==> src/rtl/cmpev_pkg.sv <==
package cmpev_pkg;
   localparam int MAX_UNITS = 8;
   localparam int IDX_W     = 3;
   localparam int WORD_W    = 32;
   localparam int FLD_MAX   = 4;
   localparam int EN_BIT    = 0;
   localparam int TRIG_LSB  = 4;
   localparam int PER_LSB   = 8;
   localparam int INTV_LSB  = 16;
endpackage

==> src/rtl/cmpev_stage.sv <==
module cmpev_stage
   import cmpev_pkg::*;
#(
   parameter int FLD_W = 4
) (
   input  logic              clk,
   input  logic              rst_n,
   input  logic              wr_i,
   input  logic [WORD_W-1:0] data_i,
   output logic              en_o,
   output logic [FLD_W-1:0]  trig_o,
   output logic [FLD_W-1:0]  per_o,
   output logic [FLD_W-1:0]  intv_o
);
   always_ff @(posedge clk or negedge rst_n) begin
      if (!rst_n) begin
         en_o   <= 1'b0;
         trig_o <= '0;
         per_o  <= '0;
         intv_o <= '0;
      end else if (wr_i) begin
         en_o   <= data_i[EN_BIT];
         trig_o <= data_i[TRIG_LSB +: FLD_W];
         per_o  <= data_i[PER_LSB  +: FLD_W];
         intv_o <= data_i[INTV_LSB +: FLD_W];
      end
   end
endmodule

==> src/rtl/cmpev_sched.sv <==
module cmpev_sched #(
   parameter int FLD_W = 4,
   parameter int CNT_W = 16
) (
   input  logic             clk,
   input  logic             rst_n,
   input  logic             period_end_i,
   input  logic             stg_en_i,
   input  logic [FLD_W-1:0] stg_trig_i,
   input  logic [FLD_W-1:0] stg_per_i,
   input  logic [FLD_W-1:0] stg_intv_i,
   input  logic [CNT_W-1:0] cval_i,
   output logic             act_en_o,
   output logic [FLD_W-1:0] act_trig_o,
   output logic [FLD_W-1:0] act_per_o,
   output logic [FLD_W-1:0] act_intv_o,
   output logic [CNT_W-1:0] act_cval_o,
   output logic [FLD_W-1:0] per_cnt_o,
   output logic [FLD_W-1:0] upd_cnt_o
);
   logic upd_wrap;
   logic per_wrap;
   logic commit;

   assign upd_wrap = (upd_cnt_o >= act_intv_o);
   assign per_wrap = (per_cnt_o >= act_per_o);
   assign commit   = period_end_i & upd_wrap;

   always_ff @(posedge clk or negedge rst_n) begin
      if (!rst_n) begin
         per_cnt_o <= '0;
         upd_cnt_o <= '0;
      end else if (period_end_i) begin
         per_cnt_o <= per_wrap ? '0 : per_cnt_o + 1'b1;
         upd_cnt_o <= upd_wrap ? '0 : upd_cnt_o + 1'b1;
      end
   end

   always_ff @(posedge clk or negedge rst_n) begin
      if (!rst_n) begin
         act_en_o   <= 1'b0;
         act_trig_o <= '0;
         act_per_o  <= '0;
         act_intv_o <= '0;
         act_cval_o <= '0;
      end else if (commit) begin
         act_en_o   <= stg_en_i;
         act_trig_o <= stg_trig_i;
         act_per_o  <= stg_per_i;
         act_intv_o <= stg_intv_i;
         act_cval_o <= cval_i;
      end
   end
endmodule

==> src/rtl/cmpev_hit.sv <==
module cmpev_hit #(
   parameter int FLD_W     = 4,
   parameter int CNT_W     = 16,
   parameter bit MATCH_REG = 1'b1
) (
   input  logic             clk,
   input  logic             rst_n,
   input  logic             en_i,
   input  logic [FLD_W-1:0] per_cnt_i,
   input  logic [FLD_W-1:0] trig_i,
   input  logic [CNT_W-1:0] chan_i,
   input  logic [CNT_W-1:0] cval_i,
   output logic             match_o
);
   logic hit;
   logic hit_q;

   assign hit = en_i && (per_cnt_i == trig_i) && (chan_i == cval_i);

   always_ff @(posedge clk or negedge rst_n) begin
      if (!rst_n) hit_q <= 1'b0;
      else        hit_q <= hit;
   end

   generate
      if (MATCH_REG) begin : g_reg
         logic pulse_q;
         always_ff @(posedge clk or negedge rst_n) begin
            if (!rst_n) pulse_q <= 1'b0;
            else        pulse_q <= hit & ~hit_q;
         end
         assign match_o = pulse_q;
      end else begin : g_comb
         assign match_o = hit & ~hit_q;
      end
   endgenerate
endmodule

==> src/rtl/cmpev_gen.sv <==
module cmpev_gen
   import cmpev_pkg::*;
#(
   parameter int NUM_CMP   = 8,
   parameter int CNT_W     = 16,
   parameter int FLD_W     = 4,
   parameter bit MATCH_REG = 1'b1
) (
   input  logic                     clk,
   input  logic                     rst_n,
   input  logic                     period_end_i,
   input  logic [CNT_W-1:0]         chan_cnt_i,
   input  logic [NUM_CMP*CNT_W-1:0] cmp_val_i,
   input  logic                     upd_wr_i,
   input  logic [2:0]               upd_idx_i,
   input  logic [31:0]              upd_data_i,
   output logic [NUM_CMP-1:0]       match_o
);
   localparam int FLD_BITS = NUM_CMP * FLD_W;

   generate
      if (NUM_CMP < 1 || NUM_CMP > MAX_UNITS) begin : g_bad_units
         $error("cmpev_gen: NUM_CMP out of range");
      end
      if (FLD_W < 1 || FLD_W > FLD_MAX) begin : g_bad_fld
         $error("cmpev_gen: FLD_W out of range");
      end
      if (CNT_W < 1) begin : g_bad_cnt
         $error("cmpev_gen: CNT_W out of range");
      end
   endgenerate

   logic [NUM_CMP-1:0]       act_en_w;
   logic [FLD_BITS-1:0]      act_trig_w;
   logic [FLD_BITS-1:0]      act_per_w;
   logic [FLD_BITS-1:0]      act_intv_w;
   logic [NUM_CMP*CNT_W-1:0] act_cval_w;
   logic [FLD_BITS-1:0]      per_cnt_w;
   logic [FLD_BITS-1:0]      upd_cnt_w;

   generate
      for (genvar i = 0; i < NUM_CMP; i++) begin : g_unit
         logic             sel;
         logic             s_en;
         logic [FLD_W-1:0] s_trig;
         logic [FLD_W-1:0] s_per;
         logic [FLD_W-1:0] s_intv;

         assign sel = upd_wr_i && (upd_idx_i == IDX_W'(i));

         cmpev_stage #(.FLD_W(FLD_W)) u_stage (
            .clk    (clk),
            .rst_n  (rst_n),
            .wr_i   (sel),
            .data_i (upd_data_i),
            .en_o   (s_en),
            .trig_o (s_trig),
            .per_o  (s_per),
            .intv_o (s_intv)
         );

         cmpev_sched #(.FLD_W(FLD_W), .CNT_W(CNT_W)) u_sched (
            .clk          (clk),
            .rst_n        (rst_n),
            .period_end_i (period_end_i),
            .stg_en_i     (s_en),
            .stg_trig_i   (s_trig),
            .stg_per_i    (s_per),
            .stg_intv_i   (s_intv),
            .cval_i       (cmp_val_i[i*CNT_W +: CNT_W]),
            .act_en_o     (act_en_w[i]),
            .act_trig_o   (act_trig_w[i*FLD_W +: FLD_W]),
            .act_per_o    (act_per_w[i*FLD_W +: FLD_W]),
            .act_intv_o   (act_intv_w[i*FLD_W +: FLD_W]),
            .act_cval_o   (act_cval_w[i*CNT_W +: CNT_W]),
            .per_cnt_o    (per_cnt_w[i*FLD_W +: FLD_W]),
            .upd_cnt_o    (upd_cnt_w[i*FLD_W +: FLD_W])
         );

         cmpev_hit #(.FLD_W(FLD_W), .CNT_W(CNT_W), .MATCH_REG(MATCH_REG)) u_hit (
            .clk       (clk),
            .rst_n     (rst_n),
            .en_i      (act_en_w[i]),
            .per_cnt_i (per_cnt_w[i*FLD_W +: FLD_W]),
            .trig_i    (act_trig_w[i*FLD_W +: FLD_W]),
            .chan_i    (chan_cnt_i),
            .cval_i    (act_cval_w[i*CNT_W +: CNT_W]),
            .match_o   (match_o[i])
         );
      end
   endgenerate
endmodule

==> config.mk <==
export PLATFORM = sky130hd
export DESIGN_NAME = cmpev_gen
export DESIGN_NICKNAME = d
export VERILOG_FILES = /design/src/rtl/cmpev_pkg.sv /design/src/rtl/cmpev_stage.sv /design/src/rtl/cmpev_sched.sv /design/src/rtl/cmpev_hit.sv /design/src/rtl/cmpev_gen.sv
export SDC_FILE = /design/constraint.sdc
export NUM_CORES = 1
export LEC_CHECK = 0
export BUFFER_PORTS_ARGS = -buffer_cell sky130_fd_sc_hd__buf_2
export CORE_MARGIN = 4
export CORE_UTILIZATION = 52
export CTS_CLUSTER_SIZE = 20
export DETAILED_ROUTE_END_ITERATION = 7
export PLACE_DENSITY = 0.78
export RECOVER_POWER = 25
export SLEW_MARGIN = 20
export SYNTH_ARGS = -nofsm -noshare
export SYNTH_HDL_FRONTEND = slang
export SYNTH_HIERARCHICAL = 1
export SYNTH_SLANG_ARGS = --single-unit
==> constraint.sdc <==
create_clock -name clk -period 2.52 [get_ports clk]
set_input_delay 0.378 -clock clk [delete_from_list [all_inputs] [get_ports clk]]
set_output_delay 0.378 -clock clk [all_outputs]
set_load 0.01 [all_outputs]
==> results of run 1 <==
worst max-delay path by stage:
stage,to,slack (ps),cells after the start
final,g_unit[3].u_sched/act_cval_o[4]$_DFFE_PN0P_,330,7
after global routing,g_unit[3].u_sched/act_trig_o[3]$_DFFE_PN0P_,140,7
after detailed placement,g_unit[3].u_sched/act_cval_o[4]$_DFFE_PN0P_,330,7
after CTS,g_unit[3].u_sched/act_cval_o[4]$_DFFE_PN0P_,310,7
after global placement,g_unit[3].u_sched/act_cval_o[4]$_DFFE_PN0P_,390,7
after floorplan,g_unit[0].u_sched/act_cval_o[10]$_DFFE_PN0P_,650,8
cell type report:
| type | count | area share (%) |
|---|---|---|
| Clock inverter | 13 | 0.6151 |
| Timing Repair Buffer | 197 | 5.389 |
| Clock buffer | 67 | 5.645 |
| Multi-Input combinational cell | 920 | 38.25 |
| Inverter | 120 | 1.960 |
| Tap cell | 518 | 2.820 |
| Antenna cell | 3 | 0.03266 |
| Sequential cell | 416 | 45.29 |
per-stage QoR:
step                cell area (um^2)  hold WS (ps)  utilization, %
finish                         22980         51.53           59.47
global route                   22980         39.17           59.47
detailed placement             21830         404.6           56.47
global placement               21830         397.6           56.47
CTS                            23270         33.87           60.22
floorplan                      20360         82.41               -
routing by layer:
metal	vias to the layer above	track usage [%]	part of all wire, %
li1	5734	-	-
met1	6514	32.49	43
met4	4	6.963	3.4
met3	105	4.974	7.7
met5	-	0	0.037
met2	424	36.65	45
registers in the layout, indices dropped and copies added, names as in the netlist:
| signal | flops |
|---|---|
| g_unit.u_sched/per_cnt_o | 32 |
| g_unit.u_sched/act_per_o | 32 |
| g_unit.u_sched/act_cval_o | 128 |
| g_unit.u_sched/act_intv_o | 32 |
| g_unit.u_sched/act_en_o | 8 |
| g_unit.u_stage/intv_o | 32 |
| g_unit.u_stage/trig_o | 32 |
| g_unit.u_hit/hit_q | 8 |
| g_unit.u_stage/en_o | 8 |
| g_unit.u_stage/per_o | 32 |
| g_unit.u_sched/upd_cnt_o | 32 |
| g_unit.u_sched/act_trig_o | 32 |
| g_unit.u_hit/match_o | 8 |
timing repair:
action	CTS	global route
hold buffers	1	0
hold endpoints to repair	65	0
buffers inserted	0	0
endpoints found under the setup margin	0	0
resized for setup	0	0
worst max-delay path, delay by kind of cell (launching register included):
family | cells | cell delay (ps)
mux | 1 | 350
fa+ha+maj | 1 | 230
simple gates | 2 | 620
flops | 1 | 400
buf+inv | 2 | 310
compound gates | 1 | 150
power by group:
part | switching (uW) | internal [uW] | leakage [uW]
Sequential | 2090 | 9500 | 0.00505
Combinational | 4930 | 6450 | 0.00502
Clock | 2620 | 3760 | 0.000699
layout by cell type, fill, tap and decap left out, drive strengths merged, types with 24 or more instances in the layout:
cell type / synthesis / routed
mux2: 336 / 336
ha: 80 / 80
a21oi: 32 / 32
xnor2: 104 / 104
xor2: 32 / 32
o22ai: 24 / 24
buf: 32 / 194
nand2: 32 / 32
inv: 120 / 121
nor3b: 32 / 32
o21ai: 48 / 48
dfrtp: 416 / 416
nand3: 40 / 40
clkbuf: 8 / 69
kinds of logic after synthesis:
family	synth area share, %
adders and majority gates	4.917
muxes	21.93
xor gates and xnor gates	5.852
DFF	51.14
AOI/OAI and AO/OA	5.852
and+or+nand+nor	5.981
buffers and inverters	4.327
==> flow_summary.toml, run 1 <==
[worst_setup_path]
reg2reg_to = "g_unit[3].u_sched/act_cval_o[4]$_DFFE_PN0P_"
crit_chain = "inv_1, ha_1, nor3b_1, o21ai_2, nand2_2, buf_12, mux2_2"
r2r_setup_slack_ps = 330
ff2ff_path_depth = 7
worst-setup-path-type = "reg -> reg"
crit_start = "g_unit[3].u_sched/upd_cnt_o[0]$_DFFE_PN0P_"
cpMaxStageDelayCell = "dfrtp_1"
worst_setup_path_end_kind = "flip-flop"
r2r-start = "g_unit[3].u_sched/upd_cnt_o[0]$_DFFE_PN0P_"
crit_required_ps = 2950
slowest_delay_ps = 400
startpoint_type = "flip-flop"
crit_path_max_fanout = 20
worstPathArrival_ps = 2620

[power]
peakVddDrop_v = 0.0007595
power_uw = 29360
power.leakage_uw = 0.01077
pwr_density_cell_mw_per_mm2 = 1277

[sta]
fin_tns_setup_ps = 0
grt_setup_unrepaired = "no"
finalHoldViolations = 0
fmax_mhz = 456.0
slew_headroom_pct = -24.28
finalWorstSetupSlack_ps = 327.2
period_minus_slack_ps = 2193
finalSetupViolCount = 0
min_period_over_period_pct = 87.01
fin_skew_ps = 24.60
worst_pin_slew_ps = 1864
final_max_slew_viol_count = 68

[worst_hold_path]
hold-path-endpoint = "g_unit[1].u_sched/act_cval_o[1]$_DFFE_PN0P_"
worst_hold_path.num_cells = 2
hold_class = "in -> reg"
min-delay-start = "cmp_val_i[17]"

[synthesis]
ys_seq_area_share_pct = 51.14
synthCells = 1496
synth_ff_type = "dfrtp_1"
synth_nets = 1759
yosys-top-cells-count = "dfrtp_1 (416), mux2_2 (176), mux2_4 (160)"
syn_avg_cell_area_um2 = 13.61
synth_top_cell_area_share_pct = 51.14
ys_async_sr_fraction_pct = 100.0
yosys_register_bits = 416
synth_warnings = 6
synth.distinct_cells = 38
synth_edf_count = 0
yosysTopAreaCell = "dfrtp_1"
syn-cell-area_mm2 = 0.02036
ys_top_cells_by_area = "dfrtp_1 (51%), mux2_4 (12%), mux2_2 (9.7%)"
synth_most_common_cell = "dfrtp_1"

[run_status]
violations = "capacitance limit, slew limit"
outcome = "finished, violations left"

[die]
start_util_pct = 52.67
core_mm2 = 0.03865
die-height_um = 205.9
die_area_mm2 = 0.04237
core.rowCount = 72
ios = 191
die_w_um = 205.9

[cells_and_area]
regArea_mm2 = 0.01041
final_nets = 1961
nFillCells = 3026
layout.cells.non_filler = 2254
drive_gt1_share_pct = 33.24
multi_input_area_mm2 = 0.008791
syn_to_final_growth_pct = 12.91

[clock_network]
cts_sinks = 416
cts_tree = "done"
numCtsBuffers = 43
clk_pin_slew_ps = 60
htreeDepth = 2
cts_buffer_depth = 3
cts-root-buf = "clkbuf_16"
clkLatencyLatePin_ps = 550

[detailed_routing]
num_vias = 12780
ant_nets = 0
post_drt_wl_per_cell_um = 21.48
first_pass_iters = 5
drtIter0Drc = 873
vias_per_cell = 5.670
totalWireLength_mm = 48.41
drc = 0

[global_routing]
overflow = 0
gr-usage-all-layers_pct = 23.17
grt_start_max_net_pins = 75
grt_pass1_vias = 13730
grt_antenna_before_repair = 8
grt_pass1_wl_mm = 76.51

[placement]
port_buffers = 171
dpl.hpwl_mm = 33.07
gp_congestion = 0.8294
placed_cells = 2170
pre_cts_ws_ps = 326.1

[job]
cap_violations = 1
(Power assumes the default switching activity.)
==> run 2, diff against run 1 <==
Settings changed: ABC_AREA set to 1.
Clock period 2.52 ns to 2.7 ns, I/O delays scaled along.
==> run 2 against run 1 <==
Net effect: the run still ends with capacitance limit, slew limit left; power is 4.7% lower; core utilization fell by 0.43 points; clock skew down 16 ps; fmax grew 3.4%; global-route usage increased by 1.5 points; clock power grew 5.0%; setup slack better by 250 ps; cell count rose by 66%; combinational power barely moved; non-clock buffer count increased by 7; via count grew 46%; synthesized cell count up 100%; critical path type unchanged; largest power group is now combinational cells.
==> flow_summary.toml, run 2 <==
[global_routing]
grt_pass1_vias = 18090
grt_use_met2_pct = 40.86
overflow = 0
gr-usage-all-layers_pct = 24.70
use_met3_pct = 5.302
grt-busiest-layer = "met2"
grt_antenna_before_repair = 3
grt_start_max_net_pins = 96
grt_pass1_wl_mm = 92.69
met1_usage_pct = 32.17

[synthesis]
synthCells = 3001
ys_seq_area_share_pct = 46.55
synth_warnings = 6
syn_avg_cell_area_um2 = 7.453
yosys_register_bits = 416
synth_edf_count = 0
synth_most_common_cell = "nand2_1"
synth_top_cell_area_share_pct = 46.55
synth.distinct_cells = 24
yosys-top-cells-count = "nand2_1 (1390), inv_1 (443), dfrtp_1 (416)"
syn-cell-area_mm2 = 0.02237
synth_nets = 3264
yosysTopAreaCell = "dfrtp_1"
ys_async_sr_fraction_pct = 100.0
synth_ff_type = "dfrtp_1"
ys_top_cells_by_area = "dfrtp_1 (47%), nand2_1 (23%), inv_1 (7.4%)"

[sta]
slew_headroom_pct = -9.378
period_minus_slack_ps = 2121
fin_skew_ps = 8.329
grt_setup_unrepaired = "no"
min_period_over_period_pct = 78.57
finalHoldViolations = 0
fin_tns_setup_ps = 0
finalSetupViolCount = 0
final_max_slew_viol_count = 55
worst_pin_slew_ps = 1641
fmax_mhz = 471.4

[detailed_routing]
drc = 0
ant_nets = 0
first_pass_iters = 5
num_vias = 18610
vias_per_cell = 4.988
drtIter0Drc = 1404
post_drt_wl_per_cell_um = 15.42
totalWireLength_mm = 57.53

[worst_setup_path]
ff2ff_path_depth = 7
r2r-start = "g_unit[4].u_sched/act_intv_o[3]$_DFFE_PN0P_"
worstPathArrival_ps = 2640
cpMostUsedCell = "nand2_1"
worst_setup_path_end_kind = "flip-flop"
crit_path_max_fanout = 30
reg2reg_to = "g_unit[4].u_sched/act_cval_o[3]$_DFFE_PN0P_"
r2r_setup_slack_ps = 580
crit_buf_inv = 1
cpLargestDelayFamily = "simple AND/OR/NAND/NOR gates"
startpoint_type = "flip-flop"
worst-setup-path-type = "reg -> reg"
crit_start = "g_unit[4].u_sched/act_intv_o[3]$_DFFE_PN0P_"
crit_chain = "inv_1, ha_1, a21oi_2, nand3_2, nand2_2, nand2_1, nand2_1"
cpMaxStageDelayCell = "nand2_2"
slowest_delay_ps = 580
cp_num_cells = 7
crit_required_ps = 3220

[worst_hold_path]
min-delay-start = "cmp_val_i[32]"
worst_hold_path.num_cells = 3
hold-path-endpoint = "g_unit[2].u_sched/act_cval_o[0]$_DFFE_PN0P_"
hold_class = "in -> reg"

[run_status]
outcome = "finished, violations left"
violations = "capacitance limit, slew limit"

[die]
start_util_pct = 52.96
die-height_um = 215.4
die_area_mm2 = 0.04639
core_mm2 = 0.04223
die_w_um = 215.4
ios = 191
core.rowCount = 75

[cells_and_area]
final_cell_mix = "nand2_1 (1390), inv_1 (451), dfrtp_1 (416)"
drive_gt1_share_pct = 10.47
top_register = "g_unit.u_sched/act_cval_o"
largest_register_ffs = 128
layout.cells.non_filler = 3731
syn_to_final_growth_pct = 11.47
fin_util_pct = 59.04
final_nets = 3420
layout_commonest_cell = "nand2_1"

[clock_network]
numCtsBuffers = 46
clkLatencyLatePin_ps = 580
clk_pin_slew_ps = 60
cts-root-buf = "clkbuf_16"
htreeDepth = 2
cts_buffer_depth = 3
cts_tree = "done"
ctsResizeCount = 0
cts_sinks = 416

[power]
netSwitchingFraction_pct = 41.35
pwr-share-comb_pct = 39.7
p_int_uw = 16410
seq_power_share_pct = 36.3
p_sw_uw = 11570
pwr_density_cell_mw_per_mm2 = 1122
clockPowerShare_pct = 23.9
peakVddDrop_v = 0.0006229
power.leakage_uw = 0.01453

[job]
cap_violations = 1

[placement]
placed_cells = 3647
gp_congestion = 0.8518
port_buffers = 171
dpl.hpwl_mm = 37.44
run 2: cell count changes in the layout (fill, tap and decap cells not counted), sizes merged, moves of 88 or more:
cell   previous run  this run
nand2            32      1398
xnor2           104        16
nor2              0       120
mux2            336         0
nand3            40       272
inv             121       460
run 2: worst register-to-register path: cells and delay by family, from the launching register on:
family	cells	cell delay (ps)
AO/OA/AOI/OAI	1	200
AND/OR/NAND/NOR	4	1140
buffers and inverters	1	50
flip-flops	1	350
adder cells (fa/ha/maj)	1	330
run 2: how the worst max path moves through the flow:
stage,to,slack (ps)
floorplan,g_unit[0].u_sched/upd_cnt_o[3]$_DFFE_PN0P_,1330
global placement,g_unit[4].u_sched/upd_cnt_o[2]$_DFFE_PN0P_,690
detailed placement,g_unit[4].u_sched/act_cval_o[1]$_DFFE_PN0P_,630
CTS,g_unit[4].u_sched/act_cval_o[3]$_DFFE_PN0P_,590
global route,g_unit[3].u_sched/act_per_o[3]$_DFFE_PN0P_,280
finish,g_unit[4].u_sched/act_cval_o[3]$_DFFE_PN0P_,580
run 2: logic make-up after synthesis:
logic type	Yosys count	synth area share, %
simple gates	1830	33.49
flops	416	46.55
xor+xnor	40	1.566
buf+inv	555	11.78
fa+ha+maj	80	4.476
compound gates	80	2.148
run 2: metal layers:
layer / up-vias / wire length, um
met5: - / 0
met4: 0 / 2161
met3: 119 / 3680
met2: 468 / 27050
met1: 8640 / 24640
li1: 9385 / -
run 2: power groups by stage:
stage	Combinational (uW)	Sequential [uW]	Clock, uW
final	11100	10200	6700
after global routing	12900	10500	7090
after CTS	11200	10200	6820
after detailed placement	11000	10200	0
after global placement	10700	10200	0
after floorplan	9560	9730	0
run 2: timing repair:
action,CTS,global route
hold endpoints to repair,53,0
setup buffers,0,0
hold buffers,1,0
run 2: metrics by stage:
stage / power (uW) / hold WS (ps) / area (um^2) / worst slack, ps
6_report: 27980 / 53.30 / 24930 / 578.5
5_1_grt: 30490 / 51.08 / 24930 / 279.4
4_1_cts: 28150 / 33.99 / 24970 / 594.2
3_5_place_dp: 21270 / 380.8 / 23340 / 628.1
3_3_place_gp: 20860 / 382.0 / 23340 / 687.8
2_1_floorplan: 19290 / 109.4 / 22370 / 1333
run 2: final cells by class:
cell class / count / area [um^2]
antenna: 3 / 7.507
tap: 539 / 674.4
sequential: 416 / 10410
clock buffer: 70 / 1405
clock inverter: 10 / 209.0
inverter: 459 / 1723
multi-input combinational: 2030 / 9321
fill: 3781 / 17300
timing repair buffer: 204 / 1181
==> run 3, diff against run 2 <==
Settings changed: ABC_AREA 1 to 0.
Clock period 2.7 ns to 2.15 ns, I/O delays scaled along.
==> run 3 against run 2 <==
Net effect: the run now ends clean; flip-flop and latch count unchanged; cell count is 38% lower; clock skew grew 15 ps; die area decreased by 8.7%; wire length is 13% lower; via count is 30% lower; fmax increased by 4.3%; power grew 25%; setup slack lost 460 ps; non-clock buffer count rose by 63; critical path type unchanged; largest power group unchanged.
==> flow_summary.toml, run 3 (same netlist as run 1, synthesis figures left out) <==
[worst_setup_path]
startpoint_type = "flip-flop"
crit_start = "g_unit[1].u_sched/upd_cnt_o[0]$_DFFE_PN0P_"
worstPathArrival_ps = 2470
crit_path_max_fanout = 29
r2r-start = "g_unit[1].u_sched/upd_cnt_o[0]$_DFFE_PN0P_"
crit_required_ps = 2590
worst_setup_path_end_kind = "flip-flop"
worst-setup-path-type = "reg -> reg"

[placement]
port_buffers = 171
dpl.hpwl_mm = 33.33
gp_congestion = 0.8283
pre_cts_ws_ps = 53.11

[cells_and_area]
largest_register_ffs = 128
drive_gt1_share_pct = 34.87
layout_commonest_cell = "dfrtp_1"
top_register = "g_unit.u_sched/act_cval_o"
syn_to_final_growth_pct = 17.03
final_nets = 2031
final_cell_mix = "dfrtp_1 (416), mux2_2 (176), buf_2 (168)"

[power]
netSwitchingFraction_pct = 32.91
peakVddDrop_v = 0.0008693
power_uw = 34970
p_sw_uw = 11510
clockPowerShare_pct = 21.7
pwr-share-comb_pct = 39.4
seq_power_share_pct = 38.9
power.leakage_uw = 0.01117
pwr_density_cell_mw_per_mm2 = 1468
p_int_uw = 23460

[detailed_routing]
num_vias = 13010
drc = 0
totalWireLength_mm = 50.04
drtIter0Drc = 802
vias_per_cell = 5.611
post_drt_wl_per_cell_um = 21.59
first_pass_iters = 6
ant_nets = 0

[run_status]
outcome = "finished clean"

[clock_network]
cts_buffer_depth = 3
clk_pin_slew_ps = 60
cts-root-buf = "clkbuf_16"
cts_tree = "done"
clkLatencyLatePin_ps = 560
numCtsBuffers = 43
post-cts-setup-buffers = 0
cts_sinks = 416
htreeDepth = 2

[worst_hold_path]
hold_class = "in -> reg"
min-delay-start = "cmp_val_i[83]"

[sta]
fmax_mhz = 491.5
final_max_slew_viol_count = 0
finalWorstSetupSlack_ps = 115.4
fin_skew_ps = 22.92
period_minus_slack_ps = 2035
finalHoldViolations = 0
finalSetupViolCount = 0
slew_headroom_pct = 28.33
min_period_over_period_pct = 94.63
grt_setup_unrepaired = "no"
holdWs_ps = 11.83
fin_tns_setup_ps = 0
worst_pin_slew_ps = 1075

[die]
die_w_um = 205.9
core.rowCount = 72
die_area_mm2 = 0.04237
start_util_pct = 52.67
ios = 191
core_mm2 = 0.03865
die-height_um = 205.9

[global_routing]
grt_start_max_net_pins = 60
overflow = 0
grt_pass1_wl_mm = 78.24
grt_antenna_before_repair = 10
gr-usage-all-layers_pct = 23.71
grt_pass1_vias = 14120

[job]
cap_violations = 0
==> run 3: cell types whose count changed in the layout (fill, tap and decap cells not counted), moves of 56 or more <==
cell	before	now
xnor2_1	16	104
inv_1	451	120
dlygate4sd3_1	1	57
mux2_2	0	176
nand2_1	1390	24
nor2_1	88	0
mux2_4	0	115
nand3_1	256	40
==> run 3: routing by layer <==
layer	GRT usage [%]	wire (um)
met2	37.56	23140
met5	0	57
met3	4.645	3315
met1	32.55	21740
met4	9.316	1792
==> run 3: through the flow <==
| step | cells | utilization [%] | instance area (um^2) |
|---|---|---|---|
| after floorplan | 1496 | - | 20360 |
| after global placement | 2184 | 56.94 | 22010 |
| after detailed placement | 2184 | 56.94 | 22010 |
| after CTS | 2316 | 62.16 | 24020 |
| after global routing | 2318 | 61.64 | 23820 |
| final | 2318 | 61.64 | 23820 |
==> run 3: power groups by stage <==
stage                     clock network [uW]  registers, uW  logic, uW
after CTS                               7710          13600      13800
after detailed placement                   0          13700      13600
after global routing                    8060          14000      15100
after floorplan                            0          12900      11300
after global placement                     0          13500      13000
final                                   7590          13600      13800
==> run 3: worst max-delay path, cell delays in order (launching register included) <==
cell,delay (ps)
dfrtp_1,400
inv_1,100
ha_1,230
nor3b_1,320
o21ai_2,150
nand2_2,110
buf_12,210
mux2_2,370
==> run 3: layout make-up <==
type	instances	area [um^2]
fillers	2911	14830
clock buffers	57	1229
well taps	518	648.1
clock inverters	18	219.0
multi-input cells	920	8916
diodes	2	5.005
flip-flops and latches	416	10410
repair buffers	267	1944
inverters	120	450.4
==> run 3: final timing paths <==
path                                                                to  slack [ps]  depth (start not counted)
setup / recovery           g_unit[1].u_sched/act_cval_o[3]$_DFFE_PN0P_         120                          7
hold / removal             g_unit[5].u_sched/act_cval_o[3]$_DFFE_PN0P_          10                          2
setup reg to reg           g_unit[1].u_sched/act_cval_o[3]$_DFFE_PN0P_         120                          7
hold reg to reg                      g_unit[0].u_hit/match_o$_DFF_PN0_         420                          1
max in group asynchronous   g_unit[1].u_sched/per_cnt_o[0]$_DFFE_PN0P_         420                          3
min in group asynchronous  g_unit[3].u_sched/act_trig_o[1]$_DFFE_PN0P_         310                          2
==> run 3: timing repair <==
action / CTS / global route
hold endpoints to repair: 106 / 0
hold buffers: 57 / 0
resized for setup: 0 / 6
setup endpoints to repair: 0 / 105
